### config.mk
export PLATFORM = sky130hd
export DESIGN_NAME = tbf_bridge
export DESIGN_NICKNAME = d
export VERILOG_FILES = /design/src/rtl/tbf_pkg.sv /design/src/rtl/tbf_ctrl.sv /design/src/rtl/tbf_store.sv /design/src/rtl/tbf_seq.sv /design/src/rtl/tbf_bridge.sv
export SDC_FILE = /design/constraint.sdc
export NUM_CORES = 1
export LEC_CHECK = 0
export BUFFER_PORTS_ARGS = -buffer_cell sky130_fd_sc_hd__buf_4
export CORE_UTILIZATION = 60
export CTS_CLUSTER_DIAMETER = 100
export CTS_CLUSTER_SIZE = 24
export DETAILED_ROUTE_END_ITERATION = 10
export PLACE_DENSITY = 0.78
export SYNTH_ARGS = -nofsm -noshare
export SYNTH_HDL_FRONTEND = slang
export SYNTH_SLANG_ARGS = --single-unit
### constraint.sdc
create_clock -name clk -period 5.9 [get_ports clk]
set_input_delay 1.18 -clock clk [delete_from_list [all_inputs] [get_ports clk]]
set_output_delay 1.18 -clock clk [all_outputs]
set_load 0.05 [all_outputs]
### src/rtl/tbf_pkg.sv
package tbf_pkg;

    typedef struct packed {
        logic       en;
        logic [7:0] port_burst;
        logic [7:0] host_burst;
        logic       ovf;
    } ctrl_t;

    // Zero counts as one, anything above the depth counts as the depth.
    function automatic int unsigned eff_burst(input logic [7:0] field, input int unsigned depth);
        if (field == 8'd0)
            return 1;
        else if (int'(field) > int'(depth))
            return depth;
        else
            return int'(field);
    endfunction

endpackage

### src/rtl/tbf_ctrl.sv
module tbf_ctrl
    import tbf_pkg::*;
(
    input  logic        clk,
    input  logic        rst_n,
    input  logic        cfg_wr,
    input  logic [31:0] cfg_wdata,
    input  logic        drop,
    output logic        en,
    output logic        en_next,
    output logic [7:0]  port_burst,
    output logic [7:0]  host_burst,
    output logic        ovf
);

    ctrl_t st_d, st_q;
    logic  unused_bits;

    assign unused_bits = ^{cfg_wdata[30:24], cfg_wdata[7:1]};

    always_comb begin
        st_d = st_q;
        if (cfg_wr) begin
            st_d.en         = cfg_wdata[0];
            st_d.port_burst = cfg_wdata[15:8];
            st_d.host_burst = cfg_wdata[23:16];
            if (cfg_wdata[31])
                st_d.ovf = 1'b0;
        end
        if (drop)
            st_d.ovf = 1'b1;
    end

    always_ff @(posedge clk) begin
        if (!rst_n)
            st_q <= '0;
        else
            st_q <= st_d;
    end

    assign en         = st_q.en;
    assign en_next    = st_d.en;
    assign port_burst = st_q.port_burst;
    assign host_burst = st_q.host_burst;
    assign ovf        = st_q.ovf;

    assert_ovf_set_R10: assert property (@(posedge clk) disable iff (!rst_n)
        drop |=> ovf);

    assert_ovf_clear_R10: assert property (@(posedge clk) disable iff (!rst_n)
        (cfg_wr && cfg_wdata[31] && !drop) |=> !ovf);

endmodule

### src/rtl/tbf_store.sv
module tbf_store #(
    parameter int DEPTH = 16,
    parameter int DW    = 32,
    localparam int AW   = (DEPTH > 1) ? $clog2(DEPTH) : 1,
    localparam int CW   = $clog2(DEPTH + 1)
) (
    input  logic          clk,
    input  logic          rst_n,
    input  logic          push,
    input  logic [DW-1:0] push_data,
    input  logic          pop,
    input  logic          flush,
    output logic [CW-1:0] count,
    output logic [DW-1:0] head
);

    typedef struct packed {
        logic [DEPTH-1:0][DW-1:0] mem;
        logic [AW-1:0]            wp;
        logic [AW-1:0]            rp;
        logic [CW-1:0]            cnt;
    } store_t;

    store_t st_d, st_q;

    function automatic logic [AW-1:0] bump(input logic [AW-1:0] p);
        if (p == AW'(DEPTH - 1))
            return '0;
        else
            return p + AW'(1);
    endfunction

    always_comb begin
        st_d = st_q;
        if (push) begin
            st_d.mem[st_q.wp] = push_data;
            st_d.wp           = bump(st_q.wp);
        end
        if (pop)
            st_d.rp = bump(st_q.rp);
        case ({push, pop})
            2'b10:   st_d.cnt = st_q.cnt + CW'(1);
            2'b01:   st_d.cnt = st_q.cnt - CW'(1);
            default: st_d.cnt = st_q.cnt;
        endcase
        if (flush) begin
            st_d.wp  = '0;
            st_d.rp  = '0;
            st_d.cnt = '0;
        end
    end

    always_ff @(posedge clk) begin
        if (!rst_n)
            st_q <= '0;
        else
            st_q <= st_d;
    end

    assign count = st_q.cnt;
    assign head  = st_q.mem[st_q.rp];

    assert_no_overflow_R6: assert property (@(posedge clk) disable iff (!rst_n)
        push |-> (st_q.cnt < CW'(DEPTH)));

    assert_no_underflow_R4: assert property (@(posedge clk) disable iff (!rst_n)
        pop |-> (st_q.cnt != '0));

endmodule

### src/rtl/tbf_seq.sv
module tbf_seq #(
    parameter int DEPTH = 16,
    parameter int DW    = 32,
    localparam int CW   = $clog2(DEPTH + 1)
) (
    input  logic          clk,
    input  logic          rst_n,
    input  logic          en,
    input  logic          flush,
    input  logic          port_req,
    input  logic [CW-1:0] port_len,
    input  logic [CW-1:0] host_len,
    input  logic [CW-1:0] count,
    input  logic [DW-1:0] head,
    output logic          pop,
    output logic          port_valid,
    output logic [DW-1:0] port_data,
    output logic          hreq
);

    typedef struct packed {
        logic [7:0]    pend;
        logic [CW-1:0] rem;
        logic          vld;
        logic [DW-1:0] dat;
        logic          hreq;
    } seq_t;

    seq_t st_d, st_q;
    logic start;
    logic inc;

    assign pop   = en && (st_q.rem != '0);
    assign inc   = en && port_req;
    assign start = en && (st_q.rem == '0) && (st_q.pend != 8'd0) && (count >= port_len);

    always_comb begin
        st_d = st_q;
        if (inc && st_q.pend != 8'hFF)
            st_d.pend = st_d.pend + 8'd1;
        if (start) begin
            st_d.pend = st_d.pend - 8'd1;
            st_d.rem  = port_len;
        end else if (st_q.rem != '0) begin
            st_d.rem = st_q.rem - CW'(1);
        end
        st_d.vld  = pop;
        st_d.dat  = pop ? head : '0;
        st_d.hreq = en && ((CW'(DEPTH) - count) >= host_len);
        if (flush) begin
            st_d.pend = '0;
            st_d.rem  = '0;
        end
    end

    always_ff @(posedge clk) begin
        if (!rst_n)
            st_q <= '0;
        else
            st_q <= st_d;
    end

    assign port_valid = st_q.vld;
    assign port_data  = st_q.dat;
    assign hreq       = st_q.hreq;

    assert_port_word_needs_en_R3: assert property (@(posedge clk) disable iff (!rst_n)
        port_valid |-> $past(en));

    assert_off_idle_R9: assert property (@(posedge clk) disable iff (!rst_n)
        !en |-> (st_q.pend == 8'd0 && st_q.rem == '0 && count == '0));

    assert_burst_word_R4: assert property (@(posedge clk) disable iff (!rst_n)
        (en && st_q.rem != '0) |=> port_valid);

endmodule

### src/rtl/tbf_bridge.sv
module tbf_bridge
    import tbf_pkg::*;
#(
    parameter int DEPTH = 16,
    parameter int DW    = 32,
    localparam int CW   = $clog2(DEPTH + 1)
) (
    input  logic          clk,
    input  logic          rst_n,
    input  logic          cfg_wr,
    input  logic [31:0]   cfg_wdata,
    output logic [31:0]   cfg_rdata,
    input  logic          host_wr,
    input  logic [DW-1:0] host_wdata,
    output logic          host_req,
    input  logic          port_req,
    output logic          port_valid,
    output logic [DW-1:0] port_data
);

    logic          en, en_next, ovf;
    logic [7:0]    port_burst, host_burst;
    logic [CW-1:0] port_len, host_len, count;
    logic [DW-1:0] head;
    logic          push, pop, drop, flush, hreq;
    logic          full;

    assign full  = (count == CW'(DEPTH));
    assign push  = en && host_wr && !full;
    assign drop  = en && host_wr && full;
    assign flush = !en_next;

    assign port_len = CW'(eff_burst(port_burst, DEPTH));
    assign host_len = CW'(eff_burst(host_burst, DEPTH));

    tbf_ctrl u_ctrl (
        .clk        (clk),
        .rst_n      (rst_n),
        .cfg_wr     (cfg_wr),
        .cfg_wdata  (cfg_wdata),
        .drop       (drop),
        .en         (en),
        .en_next    (en_next),
        .port_burst (port_burst),
        .host_burst (host_burst),
        .ovf        (ovf)
    );

    tbf_store #(.DEPTH(DEPTH), .DW(DW)) u_store (
        .clk       (clk),
        .rst_n     (rst_n),
        .push      (push),
        .push_data (host_wdata),
        .pop       (pop),
        .flush     (flush),
        .count     (count),
        .head      (head)
    );

    tbf_seq #(.DEPTH(DEPTH), .DW(DW)) u_seq (
        .clk        (clk),
        .rst_n      (rst_n),
        .en         (en),
        .flush      (flush),
        .port_req   (port_req),
        .port_len   (port_len),
        .host_len   (host_len),
        .count      (count),
        .head       (head),
        .pop        (pop),
        .port_valid (port_valid),
        .port_data  (port_data),
        .hreq       (hreq)
    );

    assign host_req  = en ? hreq : port_req;
    assign cfg_rdata = {ovf, 7'd0, host_burst, port_burst, 7'd0, en};

endmodule

==> flow_summary.yaml <==
clock_network:
  path_clk_slew_ns: 0.10
  cts_htree_levels: 1
  tritoncts_num_sinks: 590
  cts-root-buf: "clkbuf_16"
  cts.repair.resized: 0
  cts_buffers: 28
  hold_buffers: 0
  postCtsSetupRepairBufs: 0
  worstSkewPairLatency_ns: 0.61
  cts_tree: "yes"
  max-clock-path-buffers: 3
sta:
  slew_viol_final: 0
  timing.final.hold_violations: 0
  unrepaired_setup_endpoints_after_global_routing: "no"
  timing.clock.skew_ns: 0.0190
  fin_crit_sh_pct: 62.9
  tightestPinTransition_ns: 1.43
  slew-limit-headroom_pct: 4.82
  endpoints_failing_setup: 0
  timing.setup.tns_ns: 0
  fmaxAchievable_mhz: 269
  hold_ws_ns: 0.455
  finalCriticalPeriod_ns: 3.71
grt:
  first_global_vias: 19400
  grtUsageTotal_pct: 30.5
  number_of_antenna_violations_at_the_first_check_in_global_routing: 2
  global_route_wire_length_before_repair_um: 107000
  grt_start_max_net_pins: 344
  grt-ovfl-total: 0
drt:
  drtIter0Drc: 2324
  detail-route-antenna-nets: 0
  wl_per_cell_um: 20.6
  drc_violation_count_after_routing: 0
  drt_pre_antenna_iters: 6
  total_wirelength_um: 69000
  route.detailed.vias_per_inst: 6.09
  vias: 20400
layout:
  final_common_cell: "nand2_1"
  multi_input_comb_area_mm2: 0.0136
  fill_cells: 3491
  postLayoutCellArea_mm2: 0.0279
  final_cell_mix: "nand2_1 (1054), dfxtp_1 (586), a21boi_0 (309), a21boi_1 (203), mux4_2 (160)"
  layout-drive-gt1-share_pct: 12.8
  final-seq-area_mm2: 0.0118
  area_delta_synth_final_pct: 4.42
  final_net_count: 2866
synthesis:
  ys_async_sr_fraction_pct: 0
  synth.cell_area_mm2: 0.0267
  seq_cells_post_synth: 590
  synth.yosys.warnings: 0
  yosys.cell_types.count: 49
  synth-seq-area-share_pct: 44.2
  postSynth.topFlopCell: "dfxtp_1"
  synth_enable_flop_cells: 0
  synthesis.area_per_instance_um2: 9.11
  post_synth_inst_count: 2929
floorplanning:
  floorplan.die_area_mm2: 0.0453
  die_w_um: 213
  placement_rows: 76
  start_util_pct: 61.4
  die_h_um: 213
  ioPinCount: 135
  core_region_area_mm2: 0.0435
power:
  leakagePower_uw: 0.00901
  peak_ir_drop_on_the_vdd_network_uv: 207
  power.density_cell_area_mw_per_mm2: 232
  intPower_uw: 5000
  power.clock.fraction_pct: 33.1
  power.share.switching_pct: 22.7
  switching_power_uw: 1460
  p_total_uw: 6460
  combPwrFrac_pct: 5.0
  pwr-share-seq_pct: 62.0
setup_path:
  cp.required_ns: 6.41
  critPathArrivalTime_ns: 4.23
  startpoint: "u_seq.st_q[34]"
  setup.worst_path.start_class: "flop"
  worstReg2RegStart: "u_seq.st_q[34]"
  classification_of_the_worst_setup_path: "reg2reg"
  timing.critical_path.to_type: "flop"
  critPathMaxFanout: 38
flow_run:
  maxCapViolCount: 0
place:
  place.gp.congestion: 0.792
  post-dp-hpwl_um: 37700
  count_of_input_and_output_buffers: 106
  placement.cell_area_mm2: 0.0271
outcome:
  outcome: "completed"
worst_hold_path:
  worst_hold_path_type: "reg2reg"
  holdCritStartpoint: "u_store.st_q[260]"
## Yosys cell counts, drive strengths merged, types with 2 or more instances
| cell | instances | share of area, % |
|---|---|---|
| nor4 | 5 | 0.14 |
| nand2 | 1054 | 15 |
| a32oi | 4 | 0.13 |
| clkbuf | 240 | 3.4 |
| o21a | 3 | 0.084 |
| mux2 | 4 | 0.17 |
| a21o | 7 | 0.20 |
| nand4 | 7 | 0.16 |
| ha | 26 | 1.2 |
| nand3b | 2 | 0.056 |
| a21oi | 15 | 0.28 |
| or3 | 2 | 0.047 |
| mux4 | 160 | 13 |
| nand2b | 3 | 0.070 |
| nand3 | 20 | 0.37 |
| nor2 | 43 | 0.61 |
| xor2 | 11 | 0.36 |
| o21ai | 7 | 0.13 |
| buf | 84 | 2.2 |
| and3 | 32 | 0.75 |
| nor3b | 2 | 0.075 |
| nor3 | 16 | 0.32 |
| xnor2 | 7 | 0.23 |
| a21boi | 512 | 14 |
| nor2b | 22 | 0.52 |
| mux2i | 23 | 0.86 |
| a31oi | 3 | 0.070 |
| inv | 13 | 0.18 |
| dfxtp | 590 | 44 |
## area by class of cell
| class | count | area share (%) |
|---|---|---|
| Multi-Input combinational cell | 2015 | 48.7 |
| Sequential cell | 590 | 42.4 |
| Timing Repair Buffer | 122 | 3.45 |
| Tap cell | 585 | 2.63 |
| Clock buffer | 30 | 2.62 |
| Inverter | 13 | 0.175 |
| Clock inverter | 1 | 0.0404 |
| Antenna cell | 1 | 0.00898 |
## through the flow
step,util [%],setup WS (ns),cells
5_1_grt,64.1,1.96,3357
3_3_place_gp,62.4,2.26,3325
2_1_floorplan,-,2.67,2942
3_5_place_dp,62.4,2.15,3325
4_1_cts,64.1,2.20,3356
6_report,64.1,2.19,3357
## worst paths after layout
path,endpoint,cells after the start,slack (ns)
setup / recovery,u_store.count[4],13,2.19
hold / removal,u_store.st_q[260],2,0.45
setup reg to reg,u_store.count[4],13,2.19
hold reg to reg,u_store.st_q[260],2,0.45
## cells by family (layout without fill, tap and decap cells)
logic type / Yosys count / count (layout) / share of synthesized area [%]
XOR/XNOR: 18 / 18 / 0.591
flip-flops: 590 / 590 / 44.2
AO/OA/AOI/OAI: 558 / 558 / 15.5
buffers and inverters: 337 / 166 / 5.77
AND/OR/NAND/NOR: 1211 / 1211 / 18.0
other: 1 / 15 / 0.0140
multiplexers: 187 / 187 / 14.5
adder cells (fa/ha/maj): 27 / 27 / 1.29
## power groups by stage
stage / logic, uW / registers (uW) / clock network (uW)
after global placement: 309 / 4100 / 0
after global routing: 340 / 4010 / 2300
final: 320 / 4000 / 2140
after floorplan: 224 / 4120 / 0
after detailed placement: 316 / 4100 / 0
after CTS: 316 / 4000 / 2160
## flip-flops by register name, indices dropped and copies added, names as in the netlist
register           flops
u_ctrl.host_burst      8
u_seq.port_data       32
u_store.st_q         520
u_seq.port_valid       1
u_store.count          5
u_seq.st_q            13
u_seq.hreq             1
u_ctrl.ovf             1
u_ctrl.en              1
u_ctrl.port_burst      8
## critical path, stage by stage, from the launching register on
cell	delay (ns)
dfxtp_1	0.34
inv_1	0.08
ha_1	0.22
nand3b_1	0.27
and2_2	0.91
ha_1	0.38
inv_1	0.10
fa_1	0.38
nor2b_1	0.17
o21a_1	0.14
nor2_1	0.05
xnor2_1	0.12
or3_1	0.31
a21oi_1	0.14
## layer usage
metal	vias up	wire length, um	GRT usage (%)
li1	9396	-	-
met1	9971	27500	40.3
met2	932	33100	50.6
met3	144	6230	5.07
met4	0	2170	10.1
met5	-	0	0
Note: power is estimated with default switching activity, not from simulation.
